===== src/rtl/dac_ldr_pkg.sv =====
package dac_ldr_pkg;
  typedef struct packed {
    logic take_hi;
    logic take_lo;
    logic push;
  } ldr_act_t;

  typedef enum logic {
    JUST_LEFT  = 1'b0,
    JUST_RIGHT = 1'b1
  } just_t;
endpackage


===== src/rtl/ldr_decode.sv =====
module ldr_decode
  import dac_ldr_pkg::*;
(
  input  logic     clk,
  input  logic     rst_n,
  input  logic     wr_n,
  input  logic     hi_sel_n,
  input  logic     lo_sel_n,
  input  logic     ldac_n,
  output ldr_act_t act
);
  always_comb begin
    act = '0;
    if (!wr_n) begin
      unique case ({hi_sel_n, lo_sel_n})
        2'b10:   begin act.take_lo = 1'b1; act.push = !ldac_n; end
        2'b01:   begin act.take_hi = 1'b1; act.push = !ldac_n; end
        2'b11:   act.push = !ldac_n;
        default: act = '0;
      endcase
    end
  end

  AST_ONE_BYTE_LANE: assert property (@(posedge clk) disable iff (!rst_n)
    !(act.take_hi && act.take_lo));
endmodule


===== src/rtl/ldr_hold_reg.sv =====
module ldr_hold_reg
  import dac_ldr_pkg::*;
#(
  parameter int CODE_W = 12,
  parameter int BUS_W  = 8
) (
  input  logic              clk,
  input  logic              rst_n,
  input  ldr_act_t          act,
  input  just_t             just,
  input  logic [BUS_W-1:0]  din,
  output logic [CODE_W-1:0] in_q,
  output logic [CODE_W-1:0] in_next
);
  localparam int HI_W = CODE_W - BUS_W;

  function automatic logic [CODE_W-1:0] merge_byte(
    input logic [CODE_W-1:0] cur,
    input logic [BUS_W-1:0]  d,
    input logic              hi,
    input logic              right);
    logic [CODE_W-1:0] r;
    r = cur;
    if (hi) begin
      if (right) r[CODE_W-1 -: HI_W]  = d[HI_W-1:0];
      else       r[CODE_W-1 -: BUS_W] = d;
    end else begin
      if (right) r[BUS_W-1:0] = d;
      else       r[HI_W-1:0]  = d[BUS_W-1 -: HI_W];
    end
    return r;
  endfunction

  always_comb begin
    in_next = in_q;
    if (act.take_hi || act.take_lo)
      in_next = merge_byte(in_q, din, act.take_hi, just == JUST_RIGHT);
  end

  always_ff @(posedge clk or negedge rst_n) begin
    if (!rst_n) in_q <= '0;
    else        in_q <= in_next;
  end

  AST_HOLD_IDLE: assert property (@(posedge clk) disable iff (!rst_n)
    !(act.take_hi || act.take_lo) |=> $stable(in_q));
  AST_HI_KEEPS_LOW_BITS: assert property (@(posedge clk) disable iff (!rst_n)
    act.take_hi |=> in_q[HI_W-1:0] == $past(in_q[HI_W-1:0]));
endmodule


===== src/rtl/ldr_dac_reg.sv =====
module ldr_dac_reg #(
  parameter int CODE_W = 12
) (
  input  logic              clk,
  input  logic              rst_n,
  input  logic              push,
  input  logic [CODE_W-1:0] in_next,
  input  logic [CODE_W-1:0] in_q,
  output logic [CODE_W-1:0] dac_q
);
  always_ff @(posedge clk or negedge rst_n) begin
    if (!rst_n)    dac_q <= '0;
    else if (push) dac_q <= in_next;
  end

  AST_DAC_HOLD: assert property (@(posedge clk) disable iff (!rst_n)
    !push |=> $stable(dac_q));
  AST_DAC_FRESH: assert property (@(posedge clk) disable iff (!rst_n)
    push |=> dac_q == in_q);
endmodule


===== src/rtl/ldr_out_sel.sv =====
module ldr_out_sel #(
  parameter int CODE_W = 12
) (
  input  logic              fmt_ovr_n,
  input  logic              ctrl,
  input  logic [CODE_W-1:0] dac_q,
  output logic [CODE_W-1:0] code_out
);
  always_comb code_out = fmt_ovr_n ? dac_q : {CODE_W{ctrl}};
endmodule


===== src/rtl/bytewise_dac_loader.sv =====
module bytewise_dac_loader
  import dac_ldr_pkg::*;
#(
  parameter int CODE_W = 12,
  parameter int BUS_W  = 8
) (
  input  logic              clk,
  input  logic              rst_n,
  input  logic              wr_n,
  input  logic              hi_sel_n,
  input  logic              lo_sel_n,
  input  logic              ldac_n,
  input  logic              fmt_ovr_n,
  input  logic              ctrl,
  input  logic [BUS_W-1:0]  din,
  output logic [CODE_W-1:0] code_out
);
  ldr_act_t          act;
  just_t             just;
  logic [CODE_W-1:0] in_q, in_next, dac_q;

  always_comb just = (fmt_ovr_n && ctrl) ? JUST_RIGHT : JUST_LEFT;

  ldr_decode u_dec (
    .clk(clk), .rst_n(rst_n), .wr_n(wr_n), .hi_sel_n(hi_sel_n),
    .lo_sel_n(lo_sel_n), .ldac_n(ldac_n), .act(act));

  ldr_hold_reg #(.CODE_W(CODE_W), .BUS_W(BUS_W)) u_hold (
    .clk(clk), .rst_n(rst_n), .act(act), .just(just), .din(din),
    .in_q(in_q), .in_next(in_next));

  ldr_dac_reg #(.CODE_W(CODE_W)) u_dac (
    .clk(clk), .rst_n(rst_n), .push(act.push), .in_next(in_next),
    .in_q(in_q), .dac_q(dac_q));

  ldr_out_sel #(.CODE_W(CODE_W)) u_sel (
    .fmt_ovr_n(fmt_ovr_n), .ctrl(ctrl), .dac_q(dac_q), .code_out(code_out));

  AST_WR_HIGH_QUIET: assert property (@(posedge clk) disable iff (!rst_n)
    wr_n |=> $stable(dac_q) && $stable(in_q));
  AST_BOTH_SEL_LOW_QUIET: assert property (@(posedge clk) disable iff (!rst_n)
    (!wr_n && !hi_sel_n && !lo_sel_n) |=> $stable(dac_q) && $stable(in_q));
  AST_PASS_THROUGH: assert property (@(posedge clk) disable iff (!rst_n)
    fmt_ovr_n |-> code_out == dac_q);
  AST_FORCED_LEVEL: assert property (@(posedge clk) disable iff (!rst_n)
    !fmt_ovr_n |-> code_out == {CODE_W{ctrl}});
endmodule


===== config.mk =====
export PLATFORM = sky130hd
export DESIGN_NAME = bytewise_dac_loader
export DESIGN_NICKNAME = d
export VERILOG_FILES = /design/src/rtl/dac_ldr_pkg.sv /design/src/rtl/ldr_decode.sv /design/src/rtl/ldr_hold_reg.sv /design/src/rtl/ldr_dac_reg.sv /design/src/rtl/ldr_out_sel.sv /design/src/rtl/bytewise_dac_loader.sv
export SDC_FILE = /design/constraint.sdc
export NUM_CORES = 1
export LEC_CHECK = 0
export ABC_CLOCK_PERIOD_IN_PS = 1900
export BUFFER_PORTS_ARGS = -buffer_cell sky130_fd_sc_hd__clkbuf_2
export CAP_MARGIN = 20
export CELL_PAD_IN_SITES_DETAIL_PLACEMENT = 0
export CELL_PAD_IN_SITES_GLOBAL_PLACEMENT = 2
export CORE_UTILIZATION = 35
export DETAILED_ROUTE_END_ITERATION = 12
export GPL_ROUTABILITY_DRIVEN = 0
export PLACE_DENSITY_LB_ADDON = 0.1
export SYNTH_ARGS = -nofsm -noshare
export SYNTH_HDL_FRONTEND = slang
export SYNTH_SLANG_ARGS = --single-unit

===== constraint.sdc =====
create_clock -name clk -period 1.9 [get_ports clk]
set_input_delay 0.095 -clock clk [delete_from_list [all_inputs] [get_ports clk]]
set_output_delay 0.095 -clock clk [all_outputs]
set_load 0.01 [all_outputs]

# Word-level counts from Yosys, hierarchy flattened
# Index checks and enable logic that the tools add are counted.
# classes
n_eq_ne,3
muxes,13
n_reduce_logical,4
# op_table
operator,count
$mux W12,2
$mux W4,6
$eq A2 B2 Y1 const B,2
$mux W1,4
$mux W3,1
$reduce_or A3 Y1,1
$eq A2 B1 Y1 const B,1
$logic_and A1 B1 Y1,1
$logic_not A1 Y1,1
$logic_or A1 B1 Y1,1
# totals
reg_bits,24
input_bits,16
out_inout_bits,12

# Logic depth before layout (Yosys ltp)
# logic_depth
depth_word,6
ltp_mapped,5
mapped_depth_nobuf,4

# Hierarchy
# From an unflattened synthesis, not the netlist that was laid out.
# unflattened
hier_cells,97
hier_area_um2,1290.0
# modules_own_cells
mod,n_inst,cells_per_inst,area_per_inst_um2,seq_area_each_um2
ldr_hold_reg,1,53,586.8,300.3
ldr_dac_reg,1,25,484.2,300.3
ldr_out_sel,1,14,188.9,0.0
ldr_decode,1,4,23.8,0.0
bytewise_dac_loader,1,1,6.3,0.0

# Least setup slack after synthesis
# OpenSTA, ideal clock, no wires.
# synth_path
path_kind,input port to flip-flop
startpoint,input port fmt_ovr_n
endpoint,register u_dac.dac_q[10]
setup_time_ns,0.125
arrival_time_ns,0.982
required_time_ns,1.775
setup_slack_ns,0.793
cell_stages,5
cell_sequence,buf_2 > nand2_2 > mux2i_1 > a21oi_1 > mux2_2
# synth_via
elab_chain_cells,5
# synth_lines
element,line_no,rtl
"start, declared",bytewise_dac_loader.sv:13,"input logic fmt_ovr_n,"
$logic_and A1 B1 Y1,bytewise_dac_loader.sv:22,always_comb just = (fmt_ovr_n && ctrl) ? JUST_RIGHT : JUST_LEFT;
$mux W1,bytewise_dac_loader.sv:22,
$mux W4,ldr_hold_reg.sv:25,if (right) r[CODE_W-1 -: HI_W] = d[HI_W-1:0];
$mux W4,ldr_hold_reg.sv:24,if (hi) begin
$mux W12,ldr_hold_reg.sv:36,if (act.take_hi || act.take_lo)
via in_next[10],bytewise_dac_loader.sv:20,"logic [CODE_W-1:0] in_q, in_next, dac_q;"
"end signal, assigned",ldr_dac_reg.sv:13,else if (push) dac_q <= in_next;
"end, declared",ldr_dac_reg.sv:9,output logic [CODE_W-1:0] dac_q
# The timed path passes the listed nets, and every way through them passes these cells.
# A chain may end at the register's enable or synchronous reset.

# Worst setup path in the final report
# layout_path
startpoint,input port fmt_ovr_n
endpoint,output port code_out[8]
# layout_via
elab_chain_cells,1
# layout_lines
element,line_no,rtl
$mux W12,ldr_out_sel.sv:9,always_comb code_out = fmt_ovr_n ? dac_q : {CODE_W{ctrl}};
"end, declared",bytewise_dac_loader.sv:16,output logic [CODE_W-1:0] code_out
# No other way between the ends.

==> impl_metrics.tcl <==
set metrics [dict create \
    stdcell_count 186 \
    drc_errors 0 \
    finalWorstSetupSlack_ns 0.680 \
    p_sw_mw 0.384 \
    finalMaxSlewViolations 0 \
    ys_ff_latch 24 \
    clkPwrFrac_pct 27.7 \
    post_cts_resize_count 0 \
    switching_share_pct 27.9 \
    area_delta_synth_final_pct 19.4 \
    final.setup.tns_ns 0 \
    p_int_mw 0.991 \
    clk_latency_ns 0.32 \
    die_x_um 60.0 \
    rsz0062_at_grt "no" \
    yosysWarnings 0 \
    period_share_pct 64.2 \
    drtIter0Drc 45 \
    post-dp-hpwl_um 1900 \
    cts_buffers 3 \
    cts.clk_slew.worst_paths_ns 0.15 \
    grt_pass1_vias 955 \
    post_drt_wl_per_cell_um 14.0 \
    multi_input_area_um2 539 \
    io_buffers 27 \
    num-fill-cells 324 \
    crit_required_ns 1.80 \
    dpl_cell_area_um2 1350 \
    regArea_um2 601 \
    arrival_ns 1.13 \
    nets 159 \
    reg2reg_to "u_dac.dac_q[11]" \
    syn_area_um2 1180 \
    antennaDiodeCount 0 \
    max_slew_margin_pct 59.3 \
    cts_setup_buffers 0 \
    row_count 20 \
    finalInstanceArea_um2 1410 \
    endpoint_kind "output pin" \
    ys_types 27 \
    drt_first_pass_iters 4 \
    ant_nets 0 \
    holdPathStages 3 \
    clockBufferDepth 2 \
    yosysSeqAreaShare_pct 51.0 \
    power_frac_seq_pct 48.7 \
    via_per_inst 4.99 \
    reg2regPathDepth 3 \
    whs_ns 0.0909 \
    min_to "u_hold.in_q[7]" \
    grt_max_degree 25 \
    hp-start "din[3]" \
    root_buffer "clkbuf_4" \
    htree_levels 1 \
    start_util_pct 37.7 \
    regToRegStartpoint "u_hold.in_q[11]" \
    max_freq_mhz 820 \
    drive_above_1_share_pct 35.9 \
    outcome "complete, no violations" \
    cts_tree "yes" \
    cts_sinks 24 \
    finClkSkew_ns 0.0102 \
    crit_type "in2out" \
    min_period_ns 1.22 \
    post-place-ws_ns 0.366 \
    dpl.cell_count 181 \
    powerDensity_nw_per_um2 977 \
    die_area_um2 3600 \
    synth_nets 130 \
    die_h_um 60.0 \
    p_comb_share_pct 23.6 \
    drt_wl_total_um 2610 \
    r2r_slack_ns 0.97 \
    hold_buffers 1 \
    antenna_found_initial 0 \
    syn_area_per_cell_um2 10.3 \
    tightest_slew_ns 0.610 \
    grt.overflow.total 0 \
    netlist_instances 114 \
    crit_path_max_fanout 16 \
    cap_viol_max_count 0 \
    worstHoldPathType "in2reg" \
    p_leak_nw 0.664 \
    grt_usage_pct 17.2 \
    irDropWorstVdd_mv 0.471 \
    design.core.area_um2 3130 \
    grt_pass1_wl_um 4470 \
    start_kind "input pin" \
    setup_viol 0 \
    hold_viol 0 \
    vias 928 \
    io_pins 28 \
]
[routing by layer]
metal | share of wire (%) | vias to the layer above | GRT usage [%]
li1 | - | 452 | -
met1 | 45 | 452 | 21.9
met2 | 50 | 20 | 29.0
met3 | 3.4 | 4 | 2.60
met4 | 1.3 | 0 | 6.98
met5 | 0 | - | 0
[power groups by stage]
stage                     sequential, mW  combinational, mW  clock (mW)
after global placement             0.681              0.321           0
after global routing               0.687              0.371       0.402
after detailed placement           0.683              0.329           0
after CTS                          0.671              0.331       0.388
final                              0.670              0.324       0.380
after floorplan                    0.670              0.225           0
[flip-flops by register name, indices dropped and copies added (netlist names)]
signal / cells
u_dac.dac_q: 12
u_hold.in_q: 12
[layout make-up]
cell class	count	share of cell area, %
tap	44	3.91
clock buffer	3	1.60
timing repair buffer	29	10.8
sequential	24	42.7
inverter	2	0.533
clock inverter	1	2.13
multi-input combinational	83	38.3
[Yosys cell counts (all sizes together)]
master / count / area share, %
inv: 2 / 0.64
nor3: 1 / 1.4
and2b: 1 / 0.74
nand2b: 1 / 0.53
dfrtp: 24 / 51
buf: 3 / 2.0
clkbuf: 2 / 0.64
mux2: 8 / 7.6
nand2: 26 / 8.5
nor3b: 2 / 3.2
a31oi: 3 / 1.6
a32oi: 3 / 2.2
o21ba: 1 / 0.85
nand4b: 1 / 0.74
o22ai: 2 / 1.6
mux2i: 4 / 3.4
o221ai: 1 / 1.3
a21oi: 10 / 4.6
and4b: 1 / 0.96
o21ai: 6 / 2.5
nor2: 12 / 4.0
[critical path, cell delays in order]
cell	delay, ns
clkbuf_2	0.29
nand2b_1	0.47
nand2_1	0.12
clkbuf_2	0.15
[stage by stage]
step	power, mW	utilization (%)
2_1_floorplan	0.895	-
3_3_place_gp	1.00	43.0
3_5_place_dp	1.01	43.0
4_1_cts	1.39	45.0
5_1_grt	1.46	45.0
6_report	1.37	45.0
[cell families after synthesis]
kind of cell,Yosys count,synth area share (%)
and+or+nand+nor,45,20.1
AOI/OAI and AO/OA,26,14.7
DFF,24,51.0
muxes,12,11.0
buffers and inverters,7,3.29
[cell usage in the layout (no fill, tap or decap), drive strengths merged]
cell type / count
o221ai: 1
a31oi: 3
o21ai: 6
buf: 1
nand2b: 1
bufinv: 1
nor3: 1
and2b: 1
dlygate4sd3: 1
clkbuf: 30
o21ba: 1
a21oi: 10
nand2: 26
dfrtp: 24
inv: 2
a32oi: 3
nand4b: 1
mux2i: 4
mux2: 8
nor3b: 2
nor2: 12
o22ai: 2
and4b: 1
[how the worst max path moves through the flow]
stage,startpoint,cells past startpoint,end
floorplan,fmt_ovr_n,5,u_dac.dac_q[10]
global placement,fmt_ovr_n,5,u_dac.dac_q[10]
detailed placement,fmt_ovr_n,5,u_dac.dac_q[10]
CTS,fmt_ovr_n,4,code_out[8]
global route,fmt_ovr_n,4,code_out[2]
finish,fmt_ovr_n,4,code_out[8]
Note: power is estimated with default switching activity, not from simulation.
